--- config.mk ---
export PLATFORM = sky130hd
export DESIGN_NAME = ddr_refresh_sched
export DESIGN_NICKNAME = d
export VERILOG_FILES = /design/src/rtl/ref_sched_pkg.sv /design/src/rtl/refi_timer.sv /design/src/rtl/refresh_debt.sv /design/src/rtl/hold_timer.sv /design/src/rtl/ddr_refresh_sched.sv
export SDC_FILE = /design/constraint.sdc
export NUM_CORES = 1
export LEC_CHECK = 0
export ABC_AREA = 1
export BUFFER_PORTS_ARGS = -buffer_cell sky130_fd_sc_hd__buf_4
export CAP_MARGIN = 40
export CELL_PAD_IN_SITES_DETAIL_PLACEMENT = 1
export CELL_PAD_IN_SITES_GLOBAL_PLACEMENT = 2
export CORE_AREA = 8 8 112 114
export DETAILED_ROUTE_END_ITERATION = 7
export DIE_AREA = 0 0 120 122
export PLACE_DENSITY_LB_ADDON = 0.1
export SETUP_SLACK_MARGIN = 0.4
export SLEW_MARGIN = 0
export SYNTH_ARGS = -nofsm -noshare
export SYNTH_HDL_FRONTEND = slang
export SYNTH_SLANG_ARGS = --single-unit
--- constraint.sdc ---
create_clock -name clk -period 3.65 [get_ports clk]
set_clock_uncertainty 0.1 [all_clocks]
set_input_delay 0.1825 -clock clk [delete_from_list [all_inputs] [get_ports clk]]
set_output_delay 0.1825 -clock clk [all_outputs]
set_load 0.02 [all_outputs]
--- src/rtl/ref_sched_pkg.sv ---
package ref_sched_pkg;
  typedef enum logic {
    ST_RUN  = 1'b0,
    ST_SELF = 1'b1
  } sched_state_e;
endpackage

--- src/rtl/refi_timer.sv ---
// Interval timer: counts up to period-1, then emits a one-cycle tick and wraps.
module refi_timer #(
  parameter int CNT_W = 16
) (
  input  logic             clk,
  input  logic             rst_n,
  input  logic             freeze,
  input  logic [CNT_W-1:0] period,
  output logic             tick
);
  logic [CNT_W-1:0] cnt_q, cnt_d;
  logic             at_end;
  logic             cnt_en;

  assign at_end = (cnt_q == CNT_W'(period - 1'b1));
  assign tick   = at_end && !freeze;
  assign cnt_en = !freeze;

  always_comb begin
    cnt_d = cnt_q;
    if (at_end) cnt_d = '0;
    else        cnt_d = cnt_q + 1'b1;
  end

  always_ff @(posedge clk or negedge rst_n) begin
    if (!rst_n)      cnt_q <= '0;
    else if (cnt_en) cnt_q <= cnt_d;
  end


  freeze_chk: assert property (@(posedge clk) disable iff (!rst_n)
    freeze |=> $stable(cnt_q));

  wrap_chk: assert property (@(posedge clk) disable iff (!rst_n)
    tick |=> (cnt_q == '0));
endmodule

--- src/rtl/refresh_debt.sv ---
// Owed-refresh counter, saturating at both ends.
module refresh_debt #(
  parameter int MAX_OWED = 8,
  parameter int OWED_W   = $clog2(MAX_OWED + 1)
) (
  input  logic              clk,
  input  logic              rst_n,
  input  logic              clear,
  input  logic              inc,
  input  logic              dec,
  output logic [OWED_W-1:0] owed,
  output logic              at_max
);
  localparam logic [OWED_W-1:0] MAX_V = OWED_W'(MAX_OWED);

  logic [OWED_W-1:0] owed_q, owed_d;

  always_comb begin
    owed_d = owed_q;
    if (clear) begin
      owed_d = '0;
    end else begin
      unique case ({inc, dec})
        2'b10:   if (owed_q != MAX_V) owed_d = owed_q + 1'b1;
        2'b01:   if (owed_q != '0)    owed_d = owed_q - 1'b1;
        default: owed_d = owed_q;
      endcase
    end
  end

  always_ff @(posedge clk or negedge rst_n) begin
    if (!rst_n) owed_q <= '0;
    else        owed_q <= owed_d;
  end

  assign owed   = owed_q;
  assign at_max = (owed_q == MAX_V);


  sat_hold_chk: assert property (@(posedge clk) disable iff (!rst_n)
    (owed_q == MAX_V && inc && !dec && !clear) |=> (owed_q == MAX_V));

  no_underflow_chk: assert property (@(posedge clk) disable iff (!rst_n)
    (owed_q == '0 && !inc && !clear) |=> (owed_q == '0));

  clear_chk: assert property (@(posedge clk) disable iff (!rst_n)
    clear |=> (owed_q == '0));
endmodule

--- src/rtl/hold_timer.sv ---
// Loadable down-counter; done while it rests at zero.
module hold_timer #(
  parameter int W = 8
) (
  input  logic         clk,
  input  logic         rst_n,
  input  logic         load,
  input  logic [W-1:0] load_val,
  output logic         done
);
  logic [W-1:0] cnt_q, cnt_d;
  logic         cnt_en;

  assign done   = (cnt_q == '0);
  assign cnt_en = load || !done;

  always_comb begin
    if (load) cnt_d = load_val;
    else      cnt_d = W'(cnt_q - 1'b1);
  end

  always_ff @(posedge clk or negedge rst_n) begin
    if (!rst_n)      cnt_q <= '0;
    else if (cnt_en) cnt_q <= cnt_d;
  end


  load_chk: assert property (@(posedge clk) disable iff (!rst_n)
    load |=> (cnt_q == $past(load_val)));

  count_chk: assert property (@(posedge clk) disable iff (!rst_n)
    (!load && cnt_q != '0) |=> (cnt_q == W'($past(cnt_q) - 1'b1)));
endmodule

--- src/rtl/ddr_refresh_sched.sv ---
module ddr_refresh_sched
  import ref_sched_pkg::*;
#(
  parameter int REFI_W   = 16,
  parameter int HOLD_W   = 8,
  parameter int MAX_OWED = 8
) (
  input  logic              clk,
  input  logic              rst_n,
  input  logic [REFI_W-1:0] cfg_refi,
  input  logic [HOLD_W-1:0] cfg_rfc,
  input  logic [HOLD_W-1:0] cfg_xsnr,
  input  logic [HOLD_W-1:0] cfg_xsrd,
  input  logic              banks_idle,
  input  logic              ref_gnt,
  input  logic              sr_enter_req,
  input  logic              sr_exit_req,
  output logic              ref_req,
  output logic              ref_urgent,
  output logic              cmd_ready,
  output logic              rd_ready
);
  localparam int OWED_W = $clog2(MAX_OWED + 1);

  // reset: asserted asynchronously, released on the clock
  logic rst_meta_q, srst_n;
  always_ff @(posedge clk or negedge rst_n) begin
    if (!rst_n) begin
      rst_meta_q <= 1'b0;
      srst_n     <= 1'b0;
    end else begin
      rst_meta_q <= 1'b1;
      srst_n     <= rst_meta_q;
    end
  end

  sched_state_e      state_q, state_d;
  logic              in_self;
  logic              tick;
  logic [OWED_W-1:0] owed;
  logic              at_max;
  logic              rfc_done, xsnr_done, xsrd_done;
  logic              cmd_ok;
  logic              gnt_acc, enter_acc, exit_acc;

  assign in_self = (state_q == ST_SELF);

  refi_timer #(.CNT_W(REFI_W)) u_refi (
    .clk    (clk),
    .rst_n  (srst_n),
    .freeze (in_self),
    .period (cfg_refi),
    .tick   (tick)
  );

  refresh_debt #(.MAX_OWED(MAX_OWED), .OWED_W(OWED_W)) u_debt (
    .clk    (clk),
    .rst_n  (srst_n),
    .clear  (enter_acc),
    .inc    (tick),
    .dec    (gnt_acc),
    .owed   (owed),
    .at_max (at_max)
  );

  hold_timer #(.W(HOLD_W)) u_rfc (
    .clk      (clk),
    .rst_n    (srst_n),
    .load     (gnt_acc),
    .load_val (cfg_rfc),
    .done     (rfc_done)
  );

  hold_timer #(.W(HOLD_W)) u_xsnr (
    .clk      (clk),
    .rst_n    (srst_n),
    .load     (exit_acc),
    .load_val (cfg_xsnr),
    .done     (xsnr_done)
  );

  hold_timer #(.W(HOLD_W)) u_xsrd (
    .clk      (clk),
    .rst_n    (srst_n),
    .load     (exit_acc),
    .load_val (cfg_xsrd),
    .done     (xsrd_done)
  );

  assign cmd_ok    = !in_self && rfc_done && xsnr_done;
  assign ref_req   = cmd_ok && banks_idle && (owed != '0);
  assign gnt_acc   = ref_gnt && ref_req;
  assign enter_acc = !in_self && sr_enter_req && banks_idle && cmd_ok && !gnt_acc;
  assign exit_acc  = in_self && sr_exit_req;

  assign ref_urgent = !in_self && at_max;
  assign cmd_ready  = cmd_ok;
  assign rd_ready   = cmd_ok && xsrd_done;

  always_comb begin
    state_d = state_q;
    unique case (state_q)
      ST_RUN:  if (enter_acc) state_d = ST_SELF;
      ST_SELF: if (exit_acc)  state_d = ST_RUN;
      default: state_d = ST_RUN;
    endcase
  end

  always_ff @(posedge clk or negedge srst_n) begin
    if (!srst_n) state_q <= ST_RUN;
    else         state_q <= state_d;
  end


  rfc_block_chk: assert property (@(posedge clk) disable iff (!srst_n)
    (gnt_acc && cfg_rfc != '0) |=> (!cmd_ready && !rd_ready));

  exit_rd_chk: assert property (@(posedge clk) disable iff (!srst_n)
    (exit_acc && cfg_xsrd != '0) |=> !rd_ready);

  enter_quiet_chk: assert property (@(posedge clk) disable iff (!srst_n)
    enter_acc |=> (!ref_req && !cmd_ready && !ref_urgent));

  urgent_keep_chk: assert property (@(posedge clk) disable iff (!srst_n)
    (ref_urgent && !gnt_acc && !enter_acc) |=> ref_urgent);
endmodule

# ---- Yosys cells after proc, flatten, opt, wreduce, memory -nomap -nowiden
# Cells that the tools add are included.
# Widths: inputs -> output; s select.
dict set report totals {
  register_bits 47
  output_inout_bits 4
}
dict set report op_classes {
  reduce_logical 27
  n_bitwise 1
  mux 11
  n_eq_ne 7
  n_addsub 7
}
# op count
set ops {}
lappend ops {{$logic_not 8->1} 3}
lappend ops {{$mux 8} 3}
lappend ops {{$sub 8x1->8 const B} 3}
lappend ops {{$add 16x1->16 const B} 1}
lappend ops {{$eq 16x16->1} 1}
lappend ops {{$mux 16} 1}
lappend ops {{$sub 16x1->16 const B} 1}
lappend ops {{$logic_and 1x1->1} 13}
lappend ops {{$mux 4} 3}
lappend ops {{$pmux 4 s2} 1}
lappend ops {{$logic_not 1->1} 5}
lappend ops {{$add 4x1->4 const B} 1}
lappend ops {{$eq 4x4->1 const B} 1}
lappend ops {{$ne 4x4->1 const B} 1}
lappend ops {{$reduce_bool 4->1} 1}
lappend ops {{$sub 4x1->4 const B} 1}
lappend ops {{$logic_or 1x1->1} 3}
lappend ops {{$ne 3x2->1 const B} 1}
lappend ops {{$ne 3x3->1 const B} 1}
lappend ops {{$reduce_and 3->1} 1}
lappend ops {{$reduce_bool 3->1} 1}
lappend ops {{$eq 2x1->1 const B} 1}
lappend ops {{$eq 2x2->1 const B} 1}
lappend ops {{$mux 1} 2}
lappend ops {{2 further kinds} 2}

# ---- Longest topological paths before layout
# Gate-level depths: netlist of the first run.
dict set report logic_depth {
  word_depth 10
  mapped_depth 22
  mapped_depth_nobuf 22
}

# ---- By module
# A second synthesis of the first run with hierarchy kept.
dict set report unflattened {
  hier_cells 630
  hier_area_um2 4115.2
}
# mod cells_each instances area_per_inst_um2
set by_module_without_submodules {}
lappend by_module_without_submodules {refi_timer 317 1 1894.3}
lappend by_module_without_submodules {hold_timer 77 3 546.8}
lappend by_module_without_submodules {refresh_debt 54 1 375.4}
lappend by_module_without_submodules {ddr_refresh_sched 28 1 205.2}

# ---- Worst setup path after synthesis of the first run
# OpenSTA, ideal clock, no wires.
dict set report synth_timing {
  kind {flip-flop to flip-flop}
  startpoint {register u_xsnr.cnt_q[0]}
  endpoint {register u_debt.owed_q[2], in the netlist u_debt.owed[2]}
  required_ns 3.436
  stages_incl_launch_ff 18
  period_less_slack_ns 2.488
  setup_time_ns 0.114
  setup_slack_ns 1.162
  arrival_ns 2.274
  n_path_buf 0
  cell_sequence {dfrtp_1 inv_1 ha_1 inv_1 nor3_2 nand2_1 inv_1 nand4_1 nor3_4 nand2_4 xnor2_1 ha_1 nor2_1 nand3_1 nand2_2 nand3_1 nand2_1 nor2_2}
}
dict set report synth_via {
  elab_chain_len 9
}
# element line
set synth_rtl {}
lappend synth_rtl {{start, declared} hold_timer.sv:11} ;# logic [W-1:0] cnt_q, cnt_d;
lappend synth_rtl {{start signal, assigned} hold_timer.sv:24} ;# else if (cnt_en) cnt_q <= cnt_d;
lappend synth_rtl {{$logic_not 8->1 (*)} hold_timer.sv:14} ;# assign done = (cnt_q == '0);
lappend synth_rtl {{$logic_and 1x1->1 (*)} ddr_refresh_sched.sv:90} ;# assign cmd_ok = !in_self && rfc_done && xsnr_done;
lappend synth_rtl {{$logic_and 1x1->1 (2 in series)} ddr_refresh_sched.sv:91} ;# assign ref_req = cmd_ok && banks_idle && (owed != '0);
lappend synth_rtl {{$logic_and 1x1->1} ddr_refresh_sched.sv:92} ;# assign gnt_acc = ref_gnt && ref_req;
lappend synth_rtl {{$logic_not 1->1} ddr_refresh_sched.sv:93} ;# assign enter_acc = !in_self && sr_enter_req && banks_idle && cmd_ok && !gnt_acc;
lappend synth_rtl {{$logic_and 1x1->1} ddr_refresh_sched.sv:93}
lappend synth_rtl {{$ne 3x2->1 (no source line), or another cell as far along} --}
lappend synth_rtl {{$reduce_and 3->1 (no source line)} --}
lappend synth_rtl {{end signal, assigned} refresh_debt.sv:33} ;# else owed_q <= owed_d;
lappend synth_rtl {{end, declared} refresh_debt.sv:16} ;# logic [OWED_W-1:0] owed_q, owed_d;
# Mark *: on every way between the ends. The rest lies on a longest branch, timed or not.
# A chain may end at the register's enable or synchronous reset.

# ---- Worst setup path after layout of the first run
dict set report layout_timing {
  startpoint {register u_rfc.cnt_q[0]}
  endpoint {register u_debt.owed_q[2], in the netlist u_debt.owed[2]}
}
dict set report layout_via {
  elab_chain_len 10
}
# element line
set layout_rtl {}
lappend layout_rtl {{start, declared} hold_timer.sv:11}
lappend layout_rtl {{start signal, assigned} hold_timer.sv:24}
lappend layout_rtl {{$logic_not 8->1 (*)} hold_timer.sv:14}
lappend layout_rtl {{$logic_and 1x1->1 (*) (2 in series)} ddr_refresh_sched.sv:90}
lappend layout_rtl {{$logic_and 1x1->1 (2 in series)} ddr_refresh_sched.sv:91}
lappend layout_rtl {{$logic_and 1x1->1} ddr_refresh_sched.sv:92}
lappend layout_rtl {{$logic_not 1->1} ddr_refresh_sched.sv:93}
lappend layout_rtl {{$logic_and 1x1->1} ddr_refresh_sched.sv:93}
lappend layout_rtl {{$ne 3x2->1 (no source line), or another cell as far along} --}
lappend layout_rtl {{$reduce_and 3->1 (no source line)} --}
# Marks and branches as above.

==> results of run 1 <==
worst reg2reg max path, stage by stage, from the launching register on:
cell	delay (ns)
sky130_fd_sc_hd__dfrtp_1	0.37
sky130_fd_sc_hd__inv_1	0.12
sky130_fd_sc_hd__ha_1	0.27
sky130_fd_sc_hd__nand4_2	0.24
sky130_fd_sc_hd__inv_1	0.22
sky130_fd_sc_hd__nand4_1	0.19
sky130_fd_sc_hd__nor3_4	0.36
sky130_fd_sc_hd__nand2_4	0.12
sky130_fd_sc_hd__xnor2_1	0.14
sky130_fd_sc_hd__ha_1	0.21
sky130_fd_sc_hd__nor2_1	0.09
sky130_fd_sc_hd__nand3_1	0.09
sky130_fd_sc_hd__nand2_2	0.09
sky130_fd_sc_hd__nand2_1	0.05
sky130_fd_sc_hd__nand2_1	0.05
sky130_fd_sc_hd__nand2_1	0.05
sky130_fd_sc_hd__nor2_2	0.06
cell usage after synthesis, drive strengths merged (6+ instances only):
| cell type | count | area (um^2) |
|---|---|---|
| xnor2 | 18 | 157.7 |
| nor3 | 9 | 72.57 |
| nand3 | 48 | 267.8 |
| o21ai | 27 | 138.9 |
| nor2 | 82 | 366.6 |
| dfrtp | 47 | 1176 |
| ha | 6 | 75.07 |
| nand2 | 142 | 570.6 |
| a21oi | 18 | 90.09 |
| xor2 | 16 | 147.7 |
| inv | 93 | 349.1 |
| nand4 | 10 | 68.81 |
power by group through the flow:
| stage | clock [mW] | sequential, mW | combinational [mW] |
|---|---|---|---|
| floorplan | 0 | 0.751 | 0.585 |
| global placement | 0 | 0.789 | 0.726 |
| detailed placement | 0 | 0.786 | 0.760 |
| CTS | 0.410 | 0.777 | 0.775 |
| global route | 0.437 | 0.802 | 0.890 |
| finish | 0.397 | 0.777 | 0.763 |
cells by family after synthesis:
logic type | synth area share (%)
buf+inv | 10.23
xor+xnor | 8.266
simple gates | 39.57
fa+ha+maj | 2.032
compound gates | 7.961
flops | 31.84
other cells | 0.1015
cell type report:
type	count	area [um^2]
Clock buffer	5	68.82
Clock inverter	3	43.79
Fill cell	1401	6193
Inverter	94	352.8
Multi-Input combinational cell	401	2148
Sequential cell	47	1177
Tap cell	140	175.2
Timing Repair Buffer	66	538.0
flip-flops by register name, summed over array words and instances, names as in the netlist:
signal	count
u_refi.cnt_q	16
u_rfc.cnt_q	8
u_xsnr.cnt_q	8
u_xsrd.cnt_q	8
u_debt.owed	4
in_self	1
rst_meta_q	1
srst_n	1
final timing paths:
| kind | startpoint | to |
|---|---|---|
| max | u_rfc.cnt_q[0]$_DFFE_PN0P_ | u_debt.owed[2]$_DFFE_PN0P_ |
| min | cfg_xsrd[3] | u_xsrd.cnt_q[3]$_DFFE_PN0P_ |
| max reg2reg | u_rfc.cnt_q[0]$_DFFE_PN0P_ | u_debt.owed[2]$_DFFE_PN0P_ |
| min reg2reg | srst_n$_DFF_PN0_ | u_refi.cnt_q[0]$_DFFE_PN0N_ |
| max in group asynchronous | srst_n$_DFF_PN0_ | u_rfc.cnt_q[7]$_DFFE_PN0P_ |
| min in group asynchronous | srst_n$_DFF_PN0_ | u_refi.cnt_q[0]$_DFFE_PN0N_ |
metrics by stage:
step	util, %	cell area (um^2)
2_1_floorplan	-	3694
3_3_place_gp	39.52	4228
3_5_place_dp	39.71	4248
4_1_cts	41.79	4471
5_1_grt	42.11	4504
6_report	42.11	4504
layer usage:
layer	up-vias	part of all wire, %	GRT usage (%)
li1	1843	-	-
met1	1662	44	17.23
met3	12	3.6	3.100
met4	0	2.1	4.762
met2	49	50	27.45
met5	-	0	0
timing repair:
| item | CTS | global route |
|---|---|---|
| endpoints found under the hold margin | 12 | 1 |
| setup buffers | 0 | 2 |
| resized for setup | 0 | 2 |
| endpoints found under the setup margin | 0 | 1 |
| hold buffers | 11 | 1 |
==> run summary, run 1 <==
The total power per unit cell area came out at 430.0 mW/mm^2. The leakage power of the design is 2.380 nW. The remaining global-route overflow came out at 0. Entering global routing, the biggest net connects 35 pins.

The ratio of final minimum period to clock period came out at 78.63%. Traced cell by cell, the critical path runs through inv_1 -> ha_1 -> nand4_2 -> inv_1 -> nand4_1 -> nor3_4 -> nand2_4 -> xnor2_1 -> ha_1 -> nor2_1 -> nand3_1 -> nand2_2 -> nand2_1 -> nand2_1 -> nand2_1 -> nor2_2. The average wire per cell in the routed design is 13.66 um. TritonCTS created 5 clock buffers. The number of placed cells counting well taps came out at 734. The slowest stage of the critical path is the sky130_fd_sc_hd__dfrtp_1 cell. The peak supply drop came out at 283.1 uV. The share of total power dissipated in combinational logic is 39.4%.

Sequential cells account for 40.1% of the total power. The ratio of cells with drive above 1 in the final layout is 15.91%. The global-route total usage across every layer came out at 15.03%. The final count of hold timing violations came out at 0. The number of distinct standard cells referenced by the synthesized netlist came out at 44. The number of levels in the clock H-tree is 2. The post-synth net total came out at 600. The cell depth of the worst min-delay path came out at 3. The hold slack came out at 0.01122 ns. The post-layout worst setup margin is 0.7800 ns. The total net switching power is 747.2 uW. For this run, the slowest stage of the critical path takes 0.37 ns. The number of synthesis warnings is 0. The minimum setup slack after placement came out at 0.7170 ns. The core region is 0.01070 mm^2. The post-synthesis async set-or-reset flop share came out at 100.0%.

The cell area that synthesis handed to floorplanning was 0.003694 mm^2. The final sum of negative setup slack came out at 0 ns. The via count of the first global-routing pass is 3885. Setup repair after global routing left no endpoint under its margin. Data on the critical path arrives at its endpoint at 3.02 ns. Power comes to 1.937 mW. TritonCTS built the clock tree.

The average instance area after synthesis came out at 6.740 um^2. The kind of cell with the highest combined delay along the critical path is simple AND/OR/NAND/NOR gates. The critical path is of the reg -> reg type.

The total buffers and inverters traversed by the critical path came out at 2. The number of iterations in the first detailed-routing pass came out at 4. The finished layout holds 756 standard cells, fillers aside. The measured slew at the worst slew-check pin came out at 0.6625 ns.

In the synthesized netlist the dominant register cell turns out to be sky130_fd_sc_hd__dfrtp_1. The top-level port count came out at 50. The number of antenna-violating nets in the routed design came out at 0. The HPWL reported at the end of detailed placement is 8.490 mm.

The die is 122 um tall. The sequential element share of the synthesized area is 31.84%. The global-route wire length before repair is 18.05 mm. Leaving out fill and tap cells, the most frequent cell in the layout is sky130_fd_sc_hd__nand2_1. The cell sitting at the root of the clock tree is a sky130_fd_sc_hd__clkbuf_8. Compared with the post-synthesis result, the final layout area differs by 21.95%. After detailed routing, the number of remaining DRC violations is 0. The final antenna diode count is 0. STA classifies the critical path endpoint as a flop. The die is 120 um wide. The initial core utilization came out at 34.53%. The buffer levels on the longest clock path is 2.

The proportion of power drawn by the clock network came out at 20.5%. The die covers 0.01464 mm^2. In this run the tightest slew margin relative to its limit is 55.79%. The post-synthesis sequential element count came out at 47. Net switching is 38.58% of the power. The final layout contains 667 nets. After detailed routing, the total wire length is 10.33 mm. The detailed router finished its first iteration with 99 violations.

The count of input and output buffers came out at 49. The depth of the most critical reg-to-reg path came out at 16. For the worst setup path, the data required time is 3.80 ns. The maximum clock frequency is 348.4 MHz. The clock period could shrink to 2.870 ns. The number of maximum-capacitance violations came out at 0. The max-slew violation count came out at 0. After technology mapping, the gate count stands at 548. The count of flip-flops with a built-in enable after synthesis came out at 0.

The weighted congestion reported at the end of routability-driven placement is 0.7801. The cell row count is 38. The run finished with clean final reports. The initial antenna violation count came out at 0. The worst hold path belongs to the class in -> reg.

Detailed routing inserted a total of 3566 vias. The most numerous cell type found on the critical path is sky130_fd_sc_hd__nand2_1. In the layout the commonest cells are sky130_fd_sc_hd__nand2_1 (132), sky130_fd_sc_hd__inv_1 (92), sky130_fd_sc_hd__nor2_1 (72).

The clock input transition at the sequential cells of the worst setup and hold paths came out at 0.09 ns. The reg2reg setup slack came out at 0.78 ns. Using the TritonRoute via totals, the vias-per-cell ratio works out to 4.717. The count of clock tree sinks came out at 47. The source-to-sink clock delay at the later pin of the worst-skew pair came out at 0.31 ns. The cell count along the critical path came out at 16. STA classifies the critical path startpoint as a flop. Along the worst path, the maximum fanout reaches 6. The cell-internal power is 1.190 mW. The count of final setup violators is 0.
No activity file was read; power rests on OpenSTA's default activity.
==> run 2, diff against run 1 <==
CORE_AREA = 8 8 122 124   (was 8 8 112 114)
DIE_AREA = 0 0 130 132   (was 0 0 120 122)
clock period = 2.4 ns   (was 3.65 ns; I/O delays follow)
==> run 2 against run 1 <==
Against the previous run:
- the run now ends with negative setup slack left
- critical path depth rose by 1
- wire length is 18% higher
- maximum frequency is 18% higher
- global-route usage decreased by 0.15 points
- first-iteration DRC count shrank 3.0%
- cell area is 28% higher
- flip-flop and latch count did not move
- clock power grew 76%
- count of clock-buffer cells in the layout grew 1
- core utilization grew 2.2 points
- sequential share of layout area decreased by 5.6 points
- critical path type unchanged
- critical endpoint is now u_debt.owed[3]$_DFFE_PN0P_
- largest power group is now combinational logic
==> run summary, run 2 (synthesized netlist as in run 1, its figures left out) <==
The flow ran to the end, but the final reports show violations. The final reports fail on negative setup slack. The initial core utilization is 28.46%. Once detailed placement completed, the half-perimeter wirelength came to 9.429 mm. The worst setup path is launched from a flop. The global-route total usage across every layer is 14.88%. The measured slew at the worst slew-check pin is 0.6543 ns. Together, buffers and inverters on the worst path number 8. The longest clock path from root to sink contains 2 buffers.

The library cell used most frequently in the layout, excluding fill and tap cells, is sky130_fd_sc_hd__buf_4. The critical path crosses 17 cells after its start point. The number of maximum-capacitance violations is 0.

The endpoint identified for the worst register-to-register timing path is u_debt.owed[3]$_DFFE_PN0P_. In this run the worst path has a maximum fanout of 3. The total net switching power is 1.412 mW. TritonCTS created 5 clock buffers. The total power per unit cell area came out at 655.0 mW/mm^2. The die is 130 um wide. The ratio of cells with drive above 1 in the final layout came out at 37.62%. The worst register-to-register path has a setup slack of -0.02 ns. The area of the die is 0.01716 mm^2. The peak supply drop came out at 357.1 uV. The remaining global-route overflow is 0. The largest register by flop count is u_refi.cnt_q. Setup repair after global routing could not meet its margin everywhere.

TritonCTS built the clock tree. The largest net degree at the start of global routing came out at 46. The routed metal-1 wire length is 5.093 mm. Using the TritonRoute via totals, the vias-per-cell ratio works out to 4.485. The shortest period the worst path allows came out at 2.423 ns. The number of levels in the clock H-tree is 2. The setup path with the least slack is of type reg -> reg.

The ratio of final minimum period to clock period is 101.0%. After clock tree synthesis, the clock-pin slew on the worst setup and hold paths is 0.07 ns. The count of final setup violators came out at 1.

The internal portion of the total power is 2.355 mW. After layout, the worst setup slack is -0.02305 ns. The growth of design area from synthesis to finish came out at 55.73%.

Derived from the worst setup path, the maximum achievable clock frequency is 412.7 MHz. The signal on the critical path passes through inv_2 -> ha_4 -> inv_2 -> nor3_4 -> buf_4 -> buf_4 -> buf_6 -> nand3_2 -> nor2_4 -> nand4_1 -> buf_4 -> buf_6 -> inv_2 -> nand2_2 -> a21oi_2 -> nand3_1 -> nand2_1. The die height came out at 132 um.

The max-slew violation count is 0. The hold slack is 0.02061 ns. The initial antenna violation count came to 0. The total vias in the final route is 4032. The number of flip-flops under the largest register name is 16. The final count of hold timing violations came out at 0. The critical path endpoint category is a flop. The uppermost metal layer occupied by signal nets is met4. The worst hold path passes through 3 cells. The count of clock tree sinks came out at 47. The final antenna diode count is 0. In this run the clock root is driven by a sky130_fd_sc_hd__clkbuf_16. The slowest cell on the critical path is sky130_fd_sc_hd__dfrtp_1. The final net count is 774. The global-route wire length before repair came out at 20.58 mm. Combinational cells account for 50.0% of the total power. The sequential group share of total power came out at 31.5%. The leakage power of the design came out at 2.972 nW.

The number of iterations in the first detailed-routing pass came out at 4. The average wire per cell in the routed design came out at 13.58 um. For this run, the number of standard cells in the final layout without fillers is 899. The number of antenna-violating nets in the routed design is 0. The via count of the first global-routing pass came out at 4477. The congestion estimate from routability-driven global placement came to 0.8097. For this block, the routed nets add up to 12.21 mm of wire. The top-level port count came out at 50. At the later pin of the worst-skew pair, clock insertion delay measures 0.29 ns. In this run the tool buffered the top-level ports with 49 buffer cells. The termination of the worst setup path is u_debt.owed[3]$_DFFE_PN0P_.

Tracing the worst setup path back leads to its startpoint at u_xsnr.cnt_q[0]$_DFFE_PN0P_. The stage delay of the slowest cell on the critical path came out at 0.39 ns. The switching share of total power is 37.48%.

The wire length on met2 is 6.511 mm. The proportion of power drawn by the clock network is 18.5%. The post-placement cell area came out at 0.004811 mm^2. The met3 wire length is 339 um.

The core outline area is 0.01298 mm^2. The final non-filler cell area is 0.005752 mm^2. The worst hold-check path type is in -> reg. The worst relative slew slack is 56.38%. The number of design rule violations left after detail routing is 0.

The signal arrival time at the worst endpoint is 2.56 ns. The number of placed cells counting well taps came out at 834. The family of cells with the greatest summed delay on the critical path is buffers and inverters. The detailed router finished its first iteration with 96 violations.

The startpoint identified for the worst register-to-register timing path is u_xsnr.cnt_q[0]$_DFFE_PN0P_. The cell row count is 42. The worst register-to-register path has a depth of 17. The required time at the endpoint of the critical path came out at 2.53 ns. The library cells used most frequently in the layout, excluding fill and tap cells, are sky130_fd_sc_hd__buf_4 (141), sky130_fd_sc_hd__nand2_1 (121), sky130_fd_sc_hd__inv_1 (70).
[run 2: cell count changes in the layout (fill, tap and decap cells not counted), moves of 9 or more]
cell,before,now
sky130_fd_sc_hd__inv_2,1,21
sky130_fd_sc_hd__nand3_2,3,15
sky130_fd_sc_hd__nand2_1,132,121
sky130_fd_sc_hd__nand3_1,44,32
sky130_fd_sc_hd__buf_6,0,9
sky130_fd_sc_hd__buf_4,53,141
sky130_fd_sc_hd__inv_1,92,70
sky130_fd_sc_hd__nor2_1,72,61
[run 2: routing by layer]
layer | GRT usage [%] | vias to the layer above
li1 | - | 2059
met3 | 2.427 | 16
met2 | 27.44 | 52
met1 | 16.30 | 1905
met4 | 6.068 | 0
met5 | 0 | -
[run 2: area by class of cell]
class | instances | area, um^2
multi-input cells | 401 | 2442
repair buffers | 173 | 1410
clock buffers | 6 | 128.9
inverters | 94 | 357.8
fillers | 1644 | 7228
flip-flops and latches | 47 | 1180
clock inverters | 2 | 12.51
well taps | 176 | 220.2
[run 2: worst min path at each step]
stage | startpoint | slack [ns] | endpoint
3_3_place_gp | rst_n | -0.20 | rst_meta_q$_DFF_PN0_
3_5_place_dp | rst_n | -0.20 | rst_meta_q$_DFF_PN0_
6_report | sr_enter_req | 0.02 | in_self$_DFF_PN0_
2_1_floorplan | rst_n | -0.28 | rst_meta_q$_DFF_PN0_
5_1_grt | rst_n | 0.05 | srst_n$_DFF_PN0_
4_1_cts | rst_n | 0.02 | srst_n$_DFF_PN0_
[run 2: worst min-delay path: stages]
cell and delay [ns]:
sky130_fd_sc_hd__buf_4 0.09, sky130_fd_sc_hd__nand3_1 0.09, sky130_fd_sc_hd__o21ai_0 0.08
[run 2: metrics by stage]
| stage | setup TNS [ns] | power (mW) | setup WS, ns | util (%) |
|---|---|---|---|---|
| after floorplan | 0 | 2.070 | 0.01595 | - |
| after global placement | -0.04967 | 2.605 | -0.04967 | 37.06 |
| after detailed placement | -0.2636 | 2.663 | -0.2186 | 37.06 |
| after CTS | -0.02093 | 3.537 | -0.02093 | 41.69 |
| after global routing | -1.228 | 4.114 | -0.1925 | 44.31 |
| final | -0.02305 | 3.767 | -0.02305 | 44.31 |
[run 2: power groups by stage]
stage | combinational (mW) | sequential (mW) | clock, mW
after CTS | 1.62 | 1.18 | 0.738
after detailed placement | 1.48 | 1.18 | 0
final | 1.88 | 1.19 | 0.697
after floorplan | 0.918 | 1.15 | 0
after global routing | 2.14 | 1.22 | 0.757
after global placement | 1.43 | 1.18 | 0
[run 2: repair_timing]
item,CTS,global route
pin swaps,12,27
gates resized for setup,40,62
endpoints found under the hold margin,21,0
setup endpoints to repair,20,33
hold buffers,20,0
setup buffers,17,20
==> run 3, diff against run 2 <==
CAP_MARGIN = default   (was 40)
MAX_ROUTING_LAYER = met4   (was default)
==> run 3 against run 2 <==
Against the previous run:
- the run still ends with negative setup slack left
- combinational power barely moved
- count of clock-buffer cells in the layout did not move
- non-clock buffer count did not move
- sequential share of layout area did not move
- global-route usage rose by 0.42 points
- cell area did not move
- largest cell class unchanged
- largest power group unchanged
==> run summary, run 3 (synthesized netlist as in run 1, its figures left out) <==
The checks that failed: negative setup slack. The number of placed instances, taps included, is 834. The routed via count divided by cell count came out at 4.484. The average wire per cell in the routed design came out at 13.61 um.

The maximum clock frequency is 413.0 MHz. In this run the top signal layer used is met4. The number of iterations in the first detailed-routing pass came out at 4.

The via count of the first global-routing pass came out at 4480. Final hold analysis gives a worst-case slack of 0.01951 ns. The global-route wire length before repair is 20.57 mm.

The total vias in the final route is 4031. The initial antenna violation count was 0. The share of total power dissipated in the clock network is 18.5%.

The routed wire length came out at 12.24 mm. At the pin with the least slew margin, the transition time is 0.6484 ns. The post-layout worst setup margin is -0.02145 ns. TritonCTS built the clock tree. The sequential group share of total power came out at 31.5%. Ranked by flip-flop count, first place goes to u_refi.cnt_q. The cell row count came out at 42. The number of cells in the finished layout apart from fillers came out at 899.

The worst setup path is launched from a flop. The cell-internal power came out at 2.356 mW. The buffer levels on the longest clock path came out at 2. The clock input transition at the sequential cells of the worst setup and hold paths is 0.07 ns. The count of clock tree sinks is 47. The maximum fanout along the worst path came out at 3.

The die is 130 um wide. The source-to-sink clock delay at the later pin of the worst-skew pair came out at 0.29 ns. The initial core utilization is 28.46%.

Headroom to the max-slew limit came out at 56.78%. In the final layout, the share of cells above drive strength 1 is 37.62%. The leakage power of the design came out at 2.972 nW. The routed design could run at a clock period as short as 2.421 ns. The min-delay analysis places its worst path in the category in -> reg. The ratio of final minimum period to clock period came out at 100.9%. The die covers 0.01716 mm^2. The run finished, with violations left.

The die is 132 um tall. The H-tree generated during clock tree synthesis spans 2 levels. The count of input and output buffers is 49. For this block, the initial DRC count from the detailed router was 102. The number of maximum-capacitance violations came out at 0. The most common library cell in the layout ignoring fill and taps is sky130_fd_sc_hd__buf_4. The switching share of total power came out at 37.53%. The final count of hold timing violations is 0. Setup repair after global routing could not meet its margin everywhere.

In this run the clock root is driven by a sky130_fd_sc_hd__clkbuf_16. The net count of the finished layout is 774. The total net switching power came out at 1.415 mW. The startpoint-to-endpoint class of the critical path is reg -> reg. In the layout the commonest cells are sky130_fd_sc_hd__buf_4 (141), sky130_fd_sc_hd__nand2_1 (121), sky130_fd_sc_hd__inv_1 (70). The final antenna diode count came out at 0. Combinational logic is responsible for 50.0% of the overall power. Cells fill 44.31% of the core in the end. The signal arrival time at the worst endpoint is 2.56 ns. The routed metal-1 wire length came out at 5.212 mm.

The register with the most flip-flops in the layout has 16 of them. The required time at the endpoint of the critical path came out at 2.53 ns. The max-slew violation count is 0. The HPWL reported at the end of detailed placement is 9.429 mm.

The number of design rule violations left after detail routing is 0. The floorplan step defined a core boundary enclosing 0.01298 mm^2. The global-route total usage across every layer is 15.30%. Summed over all nets, wire length on met3 after detailed routing comes to 266 um. The growth of design area from synthesis to finish is 55.73%. The worst setup path is captured at a flop. The remaining global-route overflow came out at 0. The number of inserted filler cells in the final layout is 1644. Setup violations remaining at the end of the flow were counted as 1. In this run the remaining antenna-violating nets after routing total 0. The wire length on met2 came out at 6.459 mm.

The total power per unit cell area came out at 655.5 mW/mm^2. The top-level port count is 50. The weighted congestion reported at the end of routability-driven placement came out at 0.8215. Entering global routing, the biggest net connects 46 pins. The number of buffers inserted during clock tree synthesis came out at 5.

The peak supply drop came out at 357.1 uV.
-- run 3: cell counts in the layout (fill, tap and decap cells not counted) --
Identical to the previous run, type by type.
-- run 3: final timing paths --
path                                        startpoint                            to  cells after the start  slack [ns]
max in group asynchronous             srst_n$_DFF_PN0_  u_refi.cnt_q[10]$_DFFE_PN0N_                      1        1.44
hold reg to reg                   rst_meta_q$_DFF_PN0_              srst_n$_DFF_PN0_                      0        0.25
min in group asynchronous                        rst_n              srst_n$_DFF_PN0_                      2        0.05
hold / removal                            sr_enter_req             in_self$_DFF_PN0_                      3        0.02
setup / recovery           u_xsnr.cnt_q[0]$_DFFE_PN0P_    u_debt.owed[3]$_DFFE_PN0P_                     17       -0.02
setup reg to reg           u_xsnr.cnt_q[0]$_DFFE_PN0P_    u_debt.owed[3]$_DFFE_PN0P_                     17       -0.02
-- run 3: through the flow --
step,setup WS [ns],total power [mW],cell area [um^2],TNS (ns)
after floorplan,0.01595,2.070,3744,0
after global placement,-0.04967,2.605,4811,-0.04967
after detailed placement,-0.2186,2.663,4811,-0.2636
after CTS,-0.02093,3.537,5411,-0.02093
after global routing,-0.1922,4.114,5752,-1.225
final,-0.02145,3.771,5752,-0.02145
-- run 3: layout make-up --
class	instances	area [um^2]	area share, %
inverter	94	357.8	6.221
sequential	47	1180	20.51
clock inverter	2	12.51	0.2175
tap	176	220.2	3.829
timing repair buffer	173	1410	24.52
multi-input combinational	401	2442	42.46
clock buffer	6	128.9	2.241
-- run 3: routing by layer --
metal	vias up	GRT usage [%]
li1	2060	-
met1	1901	16.57
met2	51	27.41
met3	19	2.023
met4	0	6.068
met5	-	-
-- run 3: critical path, stage by stage (launching register included) --
cell	delay, ns
sky130_fd_sc_hd__dfrtp_1	0.39
sky130_fd_sc_hd__inv_2	0.08
sky130_fd_sc_hd__ha_4	0.13
sky130_fd_sc_hd__inv_2	0.04
sky130_fd_sc_hd__nor3_4	0.15
sky130_fd_sc_hd__buf_4	0.14
sky130_fd_sc_hd__buf_4	0.09
sky130_fd_sc_hd__buf_6	0.09
sky130_fd_sc_hd__nand3_2	0.10
sky130_fd_sc_hd__nor2_4	0.11
sky130_fd_sc_hd__nand4_1	0.17
sky130_fd_sc_hd__buf_4	0.19
sky130_fd_sc_hd__buf_6	0.11
sky130_fd_sc_hd__inv_2	0.07
sky130_fd_sc_hd__nand2_2	0.07
sky130_fd_sc_hd__a21oi_2	0.17
sky130_fd_sc_hd__nand3_1	0.10
sky130_fd_sc_hd__nand2_1	0.06
-- run 3: repair_timing --
action | 4_1_cts | 5_1_grt
setup buffers | 17 | 20
pin swaps | 12 | 27
endpoints found under the hold margin | 21 | 0
hold buffers | 20 | 0
endpoints found under the setup margin | 20 | 33
resized for setup | 40 | 62
-- run 3: power by group through the flow --
stage          Clock [mW]  Combinational, mW  Sequential [mW]
2_1_floorplan           0              0.918             1.15
3_3_place_gp            0               1.43             1.18
3_5_place_dp            0               1.48             1.18
4_1_cts             0.738               1.62             1.18
5_1_grt             0.757               2.14             1.22
6_report            0.699               1.88             1.19
